File: config.mk
export PLATFORM = sky130hd
export DESIGN_NAME = nand_ecc_rdseq
export DESIGN_NICKNAME = d
export VERILOG_FILES = /design/src/rtl/nrs_pkg.sv /design/src/rtl/nrs_place.sv /design/src/rtl/nrs_stats.sv /design/src/rtl/nrs_fsm.sv /design/src/rtl/nand_ecc_rdseq.sv
export SDC_FILE = /design/constraint.sdc
export NUM_CORES = 1
export LEC_CHECK = 0
export CAP_MARGIN = 20
export CORE_UTILIZATION = 48
export CTS_CLUSTER_DIAMETER = 50
export DETAILED_ROUTE_END_ITERATION = 8
export HOLD_SLACK_MARGIN = 0.06
export PLACE_DENSITY_LB_ADDON = 0.3
export SYNTH_ARGS = -nofsm -noshare
export SYNTH_HDL_FRONTEND = slang
export SYNTH_SLANG_ARGS = --single-unit
File: constraint.sdc
create_clock -name clk -period 3.2 [get_ports clk]
set_input_delay 0.96 -clock clk [delete_from_list [all_inputs] [get_ports clk]]
set_output_delay 0.96 -clock clk [all_outputs]
set_load 0.02 [all_outputs]
File: src/rtl/nrs_pkg.sv
// Shared types of the NAND ECC read sequencer.
// Assumes: nothing beyond the IEEE 1800-2017 language.
package nrs_pkg;
    typedef enum logic [2:0] {
        ST_IDLE      = 3'd0,
        ST_CMD_DATA  = 3'd1,
        ST_XFER_DATA = 3'd2,
        ST_CMD_OOB   = 3'd3,
        ST_XFER_OOB  = 3'd4,
        ST_CORRECT   = 3'd5,
        ST_NEXT      = 3'd6
    } seq_state_t;

    localparam logic KIND_DATA  = 1'b0;
    localparam logic KIND_SPARE = 1'b1;
endpackage

File: src/rtl/nrs_place.sv
// Works out where the ECC of the current sector sits and how long each
// command is. Large-page mode uses one strided piece per sector.
// Small-page mode uses two pieces around the bad-block marker bytes.
// On a 16-bit bus, odd lengths are rounded up to even.
// Assumes: sector and piece are stable while a command or transfer runs.
module nrs_place #(
    parameter int SECTOR_BYTES = 512,
    parameter int ECC_BYTES    = 13,
    parameter int SPARE_BASE   = 2,
    parameter int SPARE_STRIDE = 16,
    parameter int SP_LEN0      = 4,
    parameter int SP_OFF1      = 6,
    parameter int COL_W        = 16,
    parameter int LEN_W        = 10,
    parameter int SECT_W       = 4
) (
    input  logic [SECT_W-1:0] sector,
    input  logic              piece,
    input  logic              small_page,
    input  logic              bus16,
    output logic [COL_W-1:0]  data_col,
    output logic [COL_W-1:0]  spare_col,
    output logic [LEN_W-1:0]  spare_len,
    output logic              last_piece
);
    localparam int SP_LEN1 = ECC_BYTES - SP_LEN0;

    logic [LEN_W-1:0] raw_len;

    // Data column of the sector.
    always_comb begin
        data_col = COL_W'(sector) * COL_W'(SECTOR_BYTES);
    end

    // Spare offset and raw length of the current piece.
    always_comb begin
        if (!small_page) begin
            raw_len   = LEN_W'(ECC_BYTES);
            spare_col = COL_W'(SPARE_BASE) + COL_W'(SPARE_STRIDE) * COL_W'(sector);
        end else if (!piece) begin
            raw_len   = LEN_W'(SP_LEN0);
            spare_col = '0;
        end else begin
            raw_len   = LEN_W'(SP_LEN1);
            spare_col = COL_W'(SP_OFF1);
        end
    end

    // Round odd lengths up to even on a 16-bit bus.
    always_comb begin
        if (bus16 && raw_len[0]) begin
            spare_len = raw_len + LEN_W'(1);
        end else begin
            spare_len = raw_len;
        end
    end

    // The last piece ends the spare reads of a sector.
    always_comb begin
        last_piece = !small_page || piece;
    end
endmodule

File: src/rtl/nrs_stats.sv
// Adds up the correction results of a page: one more failed sector for a
// negative result, otherwise the result is added to the corrected-bit sum.
// Assumes: CORR_W is wide enough for 16 sectors of the largest positive result.
module nrs_stats #(
    parameter int RES_W  = 8,
    parameter int CORR_W = 12,
    parameter int FAIL_W = 5
) (
    input  logic              clk,
    input  logic              rst_n,
    input  logic              clr,
    input  logic              take,
    input  logic [RES_W-1:0]  result,
    output logic [CORR_W-1:0] corrected,
    output logic [FAIL_W-1:0] failed
);
    // Counter update: clear at page start, add at each correction.
    always_ff @(posedge clk) begin
        if (!rst_n) begin
            corrected <= '0;
            failed    <= '0;
        end else if (clr) begin
            corrected <= '0;
            failed    <= '0;
        end else if (take) begin
            if (result[RES_W-1]) begin
                failed <= failed + FAIL_W'(1);
            end else begin
                corrected <= corrected + CORR_W'(result);
            end
        end
    end
endmodule

File: src/rtl/nrs_fsm.sv
// Runs the per-sector order: data command, arm, data bytes, then one spare
// command with its bytes per piece, then correction. This repeats until the
// last sector. The page mode and the sector count are latched at start.
// Assumes: the handshake inputs are synchronous to clk.
module nrs_fsm
    import nrs_pkg::*;
#(
    parameter int SECTOR_BYTES = 512,
    parameter int MAX_SECT     = 16,
    parameter int SECT_W       = 4,
    parameter int NS_W         = 5,
    parameter int LEN_W        = 10
) (
    input  logic              clk,
    input  logic              rst_n,
    input  logic              start,
    input  logic [NS_W-1:0]   num_sectors,
    input  logic              small_page,
    input  logic              bus16,
    input  logic              cmd_ready,
    input  logic              byte_valid,
    input  logic              corr_done,
    input  logic [LEN_W-1:0]  spare_len,
    input  logic              last_piece,
    output seq_state_t        state,
    output logic [SECT_W-1:0] sector,
    output logic              piece,
    output logic              mode_small,
    output logic              mode_b16,
    output logic              ecc_arm,
    output logic              done,
    output logic              stats_clr,
    output logic              stats_take
);
    seq_state_t        nxt;
    logic [LEN_W-1:0]  byte_cnt;
    logic [SECT_W-1:0] last_sect;
    logic              data_end;
    logic              piece_end;
    logic              at_last;

    // Turn the requested count into the index of the last sector, clamped to 1..MAX_SECT.
    function automatic logic [SECT_W-1:0] last_of(input logic [NS_W-1:0] n);
        if (n == '0) begin
            return '0;
        end else if (n > NS_W'(MAX_SECT)) begin
            return SECT_W'(MAX_SECT - 1);
        end else begin
            return SECT_W'(n - NS_W'(1));
        end
    endfunction

    // Transfer end conditions and the last-sector flag.
    always_comb begin
        data_end  = (state == ST_XFER_DATA) && byte_valid &&
                    (byte_cnt == LEN_W'(SECTOR_BYTES - 1));
        piece_end = (state == ST_XFER_OOB) && byte_valid &&
                    (byte_cnt == spare_len - LEN_W'(1));
        at_last   = (sector == last_sect);
    end

    // Next-state logic.
    always_comb begin
        nxt = state;
        unique case (state)
            ST_IDLE:      if (start)      nxt = ST_CMD_DATA;
            ST_CMD_DATA:  if (cmd_ready)  nxt = ST_XFER_DATA;
            ST_XFER_DATA: if (data_end)   nxt = ST_CMD_OOB;
            ST_CMD_OOB:   if (cmd_ready)  nxt = ST_XFER_OOB;
            ST_XFER_OOB:  if (piece_end)  nxt = last_piece ? ST_CORRECT : ST_CMD_OOB;
            ST_CORRECT:   if (corr_done)  nxt = ST_NEXT;
            ST_NEXT:      nxt = at_last ? ST_IDLE : ST_CMD_DATA;
            default:      nxt = ST_IDLE;
        endcase
    end

    // Strobes for the statistics unit.
    always_comb begin
        stats_clr  = (state == ST_IDLE) && start;
        stats_take = (state == ST_CORRECT) && corr_done;
    end

    // State register.
    always_ff @(posedge clk) begin
        if (!rst_n) begin
            state <= ST_IDLE;
        end else begin
            state <= nxt;
        end
    end

    // Page mode and sector count latched at start.
    always_ff @(posedge clk) begin
        if (!rst_n) begin
            mode_small <= 1'b0;
            mode_b16   <= 1'b0;
            last_sect  <= '0;
        end else if (state == ST_IDLE && start) begin
            mode_small <= small_page;
            mode_b16   <= bus16;
            last_sect  <= small_page ? '0 : last_of(num_sectors);
        end
    end

    // Sector counter, stepped after each correction.
    always_ff @(posedge clk) begin
        if (!rst_n) begin
            sector <= '0;
        end else if (state == ST_IDLE && start) begin
            sector <= '0;
        end else if (state == ST_NEXT && !at_last) begin
            sector <= sector + SECT_W'(1);
        end
    end

    // Piece index within the spare reads of a sector.
    always_ff @(posedge clk) begin
        if (!rst_n) begin
            piece <= 1'b0;
        end else if (state == ST_CMD_DATA) begin
            piece <= 1'b0;
        end else if (piece_end && !last_piece) begin
            piece <= 1'b1;
        end
    end

    // Byte counter, cleared at each command handshake.
    always_ff @(posedge clk) begin
        if (!rst_n) begin
            byte_cnt <= '0;
        end else if ((state == ST_CMD_DATA || state == ST_CMD_OOB) && cmd_ready) begin
            byte_cnt <= '0;
        end else if ((state == ST_XFER_DATA || state == ST_XFER_OOB) && byte_valid) begin
            byte_cnt <= byte_cnt + LEN_W'(1);
        end
    end

    // Arm pulse after the data command, and the end-of-page pulse.
    always_ff @(posedge clk) begin
        if (!rst_n) begin
            ecc_arm <= 1'b0;
            done    <= 1'b0;
        end else begin
            ecc_arm <= (state == ST_CMD_DATA) && cmd_ready;
            done    <= (state == ST_NEXT) && at_last;
        end
    end
endmodule

File: src/rtl/nand_ecc_rdseq.sv
// Top of the per-sector NAND ECC read sequencer. It ties together the order
// controller, the spare placement logic and the page statistics, and drives
// the abstract command, byte and correction handshakes.
// Assumes: the flash side holds cmd_ready/byte_valid meaning for one cycle each.
module nand_ecc_rdseq
    import nrs_pkg::*;
#(
    parameter int SECTOR_BYTES = 512,
    parameter int ECC_BYTES    = 13,
    parameter int SPARE_BASE   = 2,
    parameter int SPARE_STRIDE = 16,
    parameter int SP_LEN0      = 4,
    parameter int SP_OFF1      = 6,
    parameter int MAX_SECT     = 16,
    parameter int COL_W        = 16,
    parameter int RES_W        = 8,
    parameter int CORR_W       = 12,
    parameter int FAIL_W       = 5,
    localparam int SECT_W      = $clog2(MAX_SECT),
    localparam int NS_W        = $clog2(MAX_SECT + 1),
    localparam int LEN_W       = $clog2(SECTOR_BYTES) + 1
) (
    input  logic              clk,
    input  logic              rst_n,
    input  logic              start,
    input  logic [NS_W-1:0]   num_sectors,
    input  logic              small_page,
    input  logic              bus16,
    output logic              cmd_valid,
    input  logic              cmd_ready,
    output logic              cmd_kind,
    output logic [COL_W-1:0]  cmd_col,
    output logic [LEN_W-1:0]  cmd_len,
    output logic              ecc_arm,
    output logic              byte_ready,
    input  logic              byte_valid,
    output logic              corr_req,
    input  logic              corr_done,
    input  logic [RES_W-1:0]  corr_result,
    output logic [CORR_W-1:0] corrected_cnt,
    output logic [FAIL_W-1:0] failed_cnt,
    output logic [SECT_W-1:0] sector_idx,
    output logic              busy,
    output logic              done
);
    seq_state_t        state;
    logic [SECT_W-1:0] sector;
    logic              piece;
    logic              mode_small;
    logic              mode_b16;
    logic              stats_clr;
    logic              stats_take;
    logic [COL_W-1:0]  data_col;
    logic [COL_W-1:0]  spare_col;
    logic [LEN_W-1:0]  spare_len;
    logic              last_piece;

    nrs_fsm #(
        .SECTOR_BYTES(SECTOR_BYTES),
        .MAX_SECT    (MAX_SECT),
        .SECT_W      (SECT_W),
        .NS_W        (NS_W),
        .LEN_W       (LEN_W)
    ) u_fsm (
        .clk        (clk),
        .rst_n      (rst_n),
        .start      (start),
        .num_sectors(num_sectors),
        .small_page (small_page),
        .bus16      (bus16),
        .cmd_ready  (cmd_ready),
        .byte_valid (byte_valid),
        .corr_done  (corr_done),
        .spare_len  (spare_len),
        .last_piece (last_piece),
        .state      (state),
        .sector     (sector),
        .piece      (piece),
        .mode_small (mode_small),
        .mode_b16   (mode_b16),
        .ecc_arm    (ecc_arm),
        .done       (done),
        .stats_clr  (stats_clr),
        .stats_take (stats_take)
    );

    nrs_place #(
        .SECTOR_BYTES(SECTOR_BYTES),
        .ECC_BYTES   (ECC_BYTES),
        .SPARE_BASE  (SPARE_BASE),
        .SPARE_STRIDE(SPARE_STRIDE),
        .SP_LEN0     (SP_LEN0),
        .SP_OFF1     (SP_OFF1),
        .COL_W       (COL_W),
        .LEN_W       (LEN_W),
        .SECT_W      (SECT_W)
    ) u_place (
        .sector    (sector),
        .piece     (piece),
        .small_page(mode_small),
        .bus16     (mode_b16),
        .data_col  (data_col),
        .spare_col (spare_col),
        .spare_len (spare_len),
        .last_piece(last_piece)
    );

    nrs_stats #(
        .RES_W (RES_W),
        .CORR_W(CORR_W),
        .FAIL_W(FAIL_W)
    ) u_stats (
        .clk      (clk),
        .rst_n    (rst_n),
        .clr      (stats_clr),
        .take     (stats_take),
        .result   (corr_result),
        .corrected(corrected_cnt),
        .failed   (failed_cnt)
    );

    // Command fields, chosen by the phase.
    always_comb begin
        cmd_valid = (state == ST_CMD_DATA) || (state == ST_CMD_OOB);
        cmd_kind  = (state == ST_CMD_OOB) ? KIND_SPARE : KIND_DATA;
        cmd_col   = (state == ST_CMD_OOB) ? spare_col : data_col;
        cmd_len   = (state == ST_CMD_OOB) ? spare_len : LEN_W'(SECTOR_BYTES);
    end

    // Transfer, correction and status outputs.
    always_comb begin
        byte_ready = (state == ST_XFER_DATA) || (state == ST_XFER_OOB);
        corr_req   = (state == ST_CORRECT);
        busy       = (state != ST_IDLE);
        sector_idx = sector;
    end
endmodule

==> results.yml <==
logic_synthesis:
  ys.flop_type: "dfxtp_1"
  ys_seq_elements: 43
  synth_top_area_share_pct: 32.5
  synth_compound_area_share_pct: 14.2
  synthTopCellsByArea: "dfxtp_1 (33%), ha_1 (5.7%), nor2_1 (5.4%)"
  synthAdderAreaFrac_pct: 6.43
  yosys.area_share.simple_pct: 28.8
  synth_area_sq_mm: 0.00265
  ys_warn_count: 0
  syn_area_per_cell_sq_um: 8.33
  synth-seq-area-share_pct: 32.5
  synth_xor_area_share_pct: 9.22
  synth_top_family_by_area: "simple AND/OR/NAND/NOR gates"
  synthDistinctLibCells: 60
  ys_async_sr_fraction_pct: 0
  muxShareOfSynthArea_pct: 1.89
  synth_edf_count: 0
  synth_area_leader_cell: "dfxtp_1"
  synth_cells: 318
final_layout:
  drive_gt1_share_pct: 7.25
  most-common-layout-cells: "clkdlybuf4s50_1 (63), dfxtp_1 (43), nor2_1 (38), nand2_1 (35), a21oi_1 (17)"
  final_nets: 419
  final_common_cell: "clkdlybuf4s50_1"
  multi_input_area_sq_mm: 0.00165
  finalInstanceArea_sq_mm: 0.00342
  final-seq-area_sq_um: 861
  antennaDiodeCount: 0
  layout-area-overhead-vs-synth_pct: 29.1
  num-fill-cells: 459
  post-route-util_pct: 65.6
critical_path:
  cp-start-kind: "register"
  worstSetupPathType: "reg2out"
  crit_chain: "inv_1 -> nor2_1 -> nand2_2 -> nor2_1 -> and2_1 -> clkdlybuf4s50_1"
  worst-path-buf-inv: 2
  slowest_stage: "clkdlybuf4s50_1"
  cp_common_cell: "nor2_1"
  endpoint_kind: "primary output"
  critPathMaxFanout: 13
  worstPathArrival_ns: 2.04
  cp_data_required_time_ns: 2.24
  worst_path_dominant_cell_family: "simple AND/OR/NAND/NOR gates"
  critPathMaxStageDelay_ns: 0.60
die:
  die_h_um: 76.3
  start_util_pct: 50.9
  core_area_sq_mm: 0.00520
  num_rows: 26
  ios: 75
  die_w_um: 76.3
  die-area_sq_mm: 0.00582
routing:
  wl_per_cell_um: 13.1
  dr.first_iter.drc_count: 108
  viasPerCell: 5.34
  detail-route-antenna-nets: 0
  remaining_drc_errors: 0
  dr.pass1.iters: 4
  vias: 2434
  totalWireLength_mm: 5.97
clocking:
  cts-buffers-inserted: 5
  insertion_delay_ns: 0.30
  path_clk_slew_ns: 0.08
  cts-htree-levels: 2
  cts_tree: "yes"
  cts_sinks: 43
  cts_hold_buffers: 0
  cts_root_buf: "clkbuf_8"
  post-cts-setup-buffers: 0
  clock_path_buffers: 2
placement:
  post-place-ws_ns: 0.0371
  place_hpwl_mm: 4.52
  dpl_cell_area_sq_mm: 0.00331
  io_buffers: 63
  finalWeightedCongestion: 0.833
timing:
  max_freq_ghz: 0.334
  worst_slack_ns: 0.205
  setup_viol: 0
  whs_ns: 0.463
  clock_skew_ns: 0.00630
  rsz0062_at_grt: "no"
  fin_crit_ns: 3.00
  hold_viol: 0
  finalCritPeriodShare_pct: 93.6
  finalSetupTns_ns: 0
  final_max_slew_viol_count: 0
pwr:
  p_per_area_mw_per_mm2: 388
  vdd_drop_max_v: 0.000333
  p_leak_nw: 1.29
outcome:
  outcome: "finished clean"
run:
  cap_violations: 0
min_path:
  worstHoldPathType: "reg2reg"
global_route:
  grt_use_total_pct: 21.3
  grt_pass1_wl_mm: 10.2
  grt_start_max_net_pins: 20
  antenna_found_initial: 0
  first_global_vias: 2283
  grt.overflow.total: 0
Yosys cell counts, drive strengths merged (2+ instances only):
cell type,instances
mux2i,5
buf,18
a21oi,17
xor2,16
nor3,10
or2,2
xnor2,11
nand3,6
and2,5
a211oi,8
dfxtp,43
o211ai,2
nand2b,4
nor4b,4
and3,3
nor4,3
nand3b,2
nand4,7
a22o,3
clkbuf,2
nor3b,5
nand2,37
inv,10
nand4b,2
or3,4
o22ai,2
nor2,40
o21ai,15
ha,12
a21o,2
a31oi,3
metrics by stage:
| step | instances | total power [W] |
|---|---|---|
| floorplan | 328 | 0.000844 |
| global placement | 448 | 0.000946 |
| detailed placement | 448 | 0.000952 |
| CTS | 456 | 0.00133 |
| global route | 456 | 0.00139 |
| finish | 456 | 0.00132 |
state kept, by name (all words and copies together) (netlist names):
register / count
u_fsm.state: 3
u_fsm.done: 1
u_fsm.byte_cnt: 10
u_fsm.sector: 4
u_fsm.mode_b16: 1
u_stats.corrected: 12
u_stats.failed: 5
u_fsm.mode_small: 1
u_fsm.ecc_arm: 1
u_fsm.last_sect: 4
u_fsm.piece: 1
worst min-delay path, delay by kind of cell (launching register included):
family,cells,cell delay (ns)
DFF,1,0.32
and+or+nand+nor,2,0.10
what timing repair did:
action	CTS	global route
endpoints found under the setup margin	0	6
resized for setup	0	1
endpoints found under the hold margin	0	0
logic make-up (layout without fill, tap and decap cells):
group / after synthesis / count (layout)
adders and majority gates: 13 / 13
muxes: 5 / 5
and+or+nand+nor: 139 / 139
DFF: 43 / 43
xor gates and xnor gates: 27 / 27
buffers and inverters: 30 / 88
AOI/OAI and AO/OA: 60 / 60
other: 1 / 11
per-layer routing:
| metal | routed length [um] | vias to the layer above | global-route usage [%] | part of all wire, % |
|---|---|---|---|---|
| met5 | 0 | - | 0 | 0 |
| met1 | 2730 | 1138 | 27.3 | 46 |
| met3 | 231 | 9 | 4.19 | 3.9 |
| li1 | - | 1226 | - | - |
| met2 | 2950 | 61 | 36.4 | 49 |
| met4 | 56 | 0 | 5.77 | 0.94 |
where the power goes:
part / switching (W) / internal (W) / leakage, nW
logic: 0.000210 / 0.000158 / 0.895
clock network: 0.000185 / 0.000197 / 0.0515
registers: 0.0000200 / 0.000555 / 0.347
final timing paths:
check / startpoint / end / slack, ns / depth (start not counted)
worst min-delay path: u_fsm.last_sect[2] / u_fsm.last_sect[2] / 0.46 / 2
worst max-delay path: u_fsm.state[0] / cmd_len[1] / 0.20 / 6
worst min register to register: u_fsm.last_sect[2] / u_fsm.last_sect[2] / 0.46 / 2
worst max register to register: u_stats.corrected[0] / u_stats.corrected[8] / 1.11 / 7
cell type report:
class	count	area share (%)
clock buffer	8	2.93
inverter	10	1.10
multi-input combinational	255	48.2
timing repair buffer	70	20.0
tap	70	2.56
sequential	43	25.2
(Power assumes the default switching activity.)
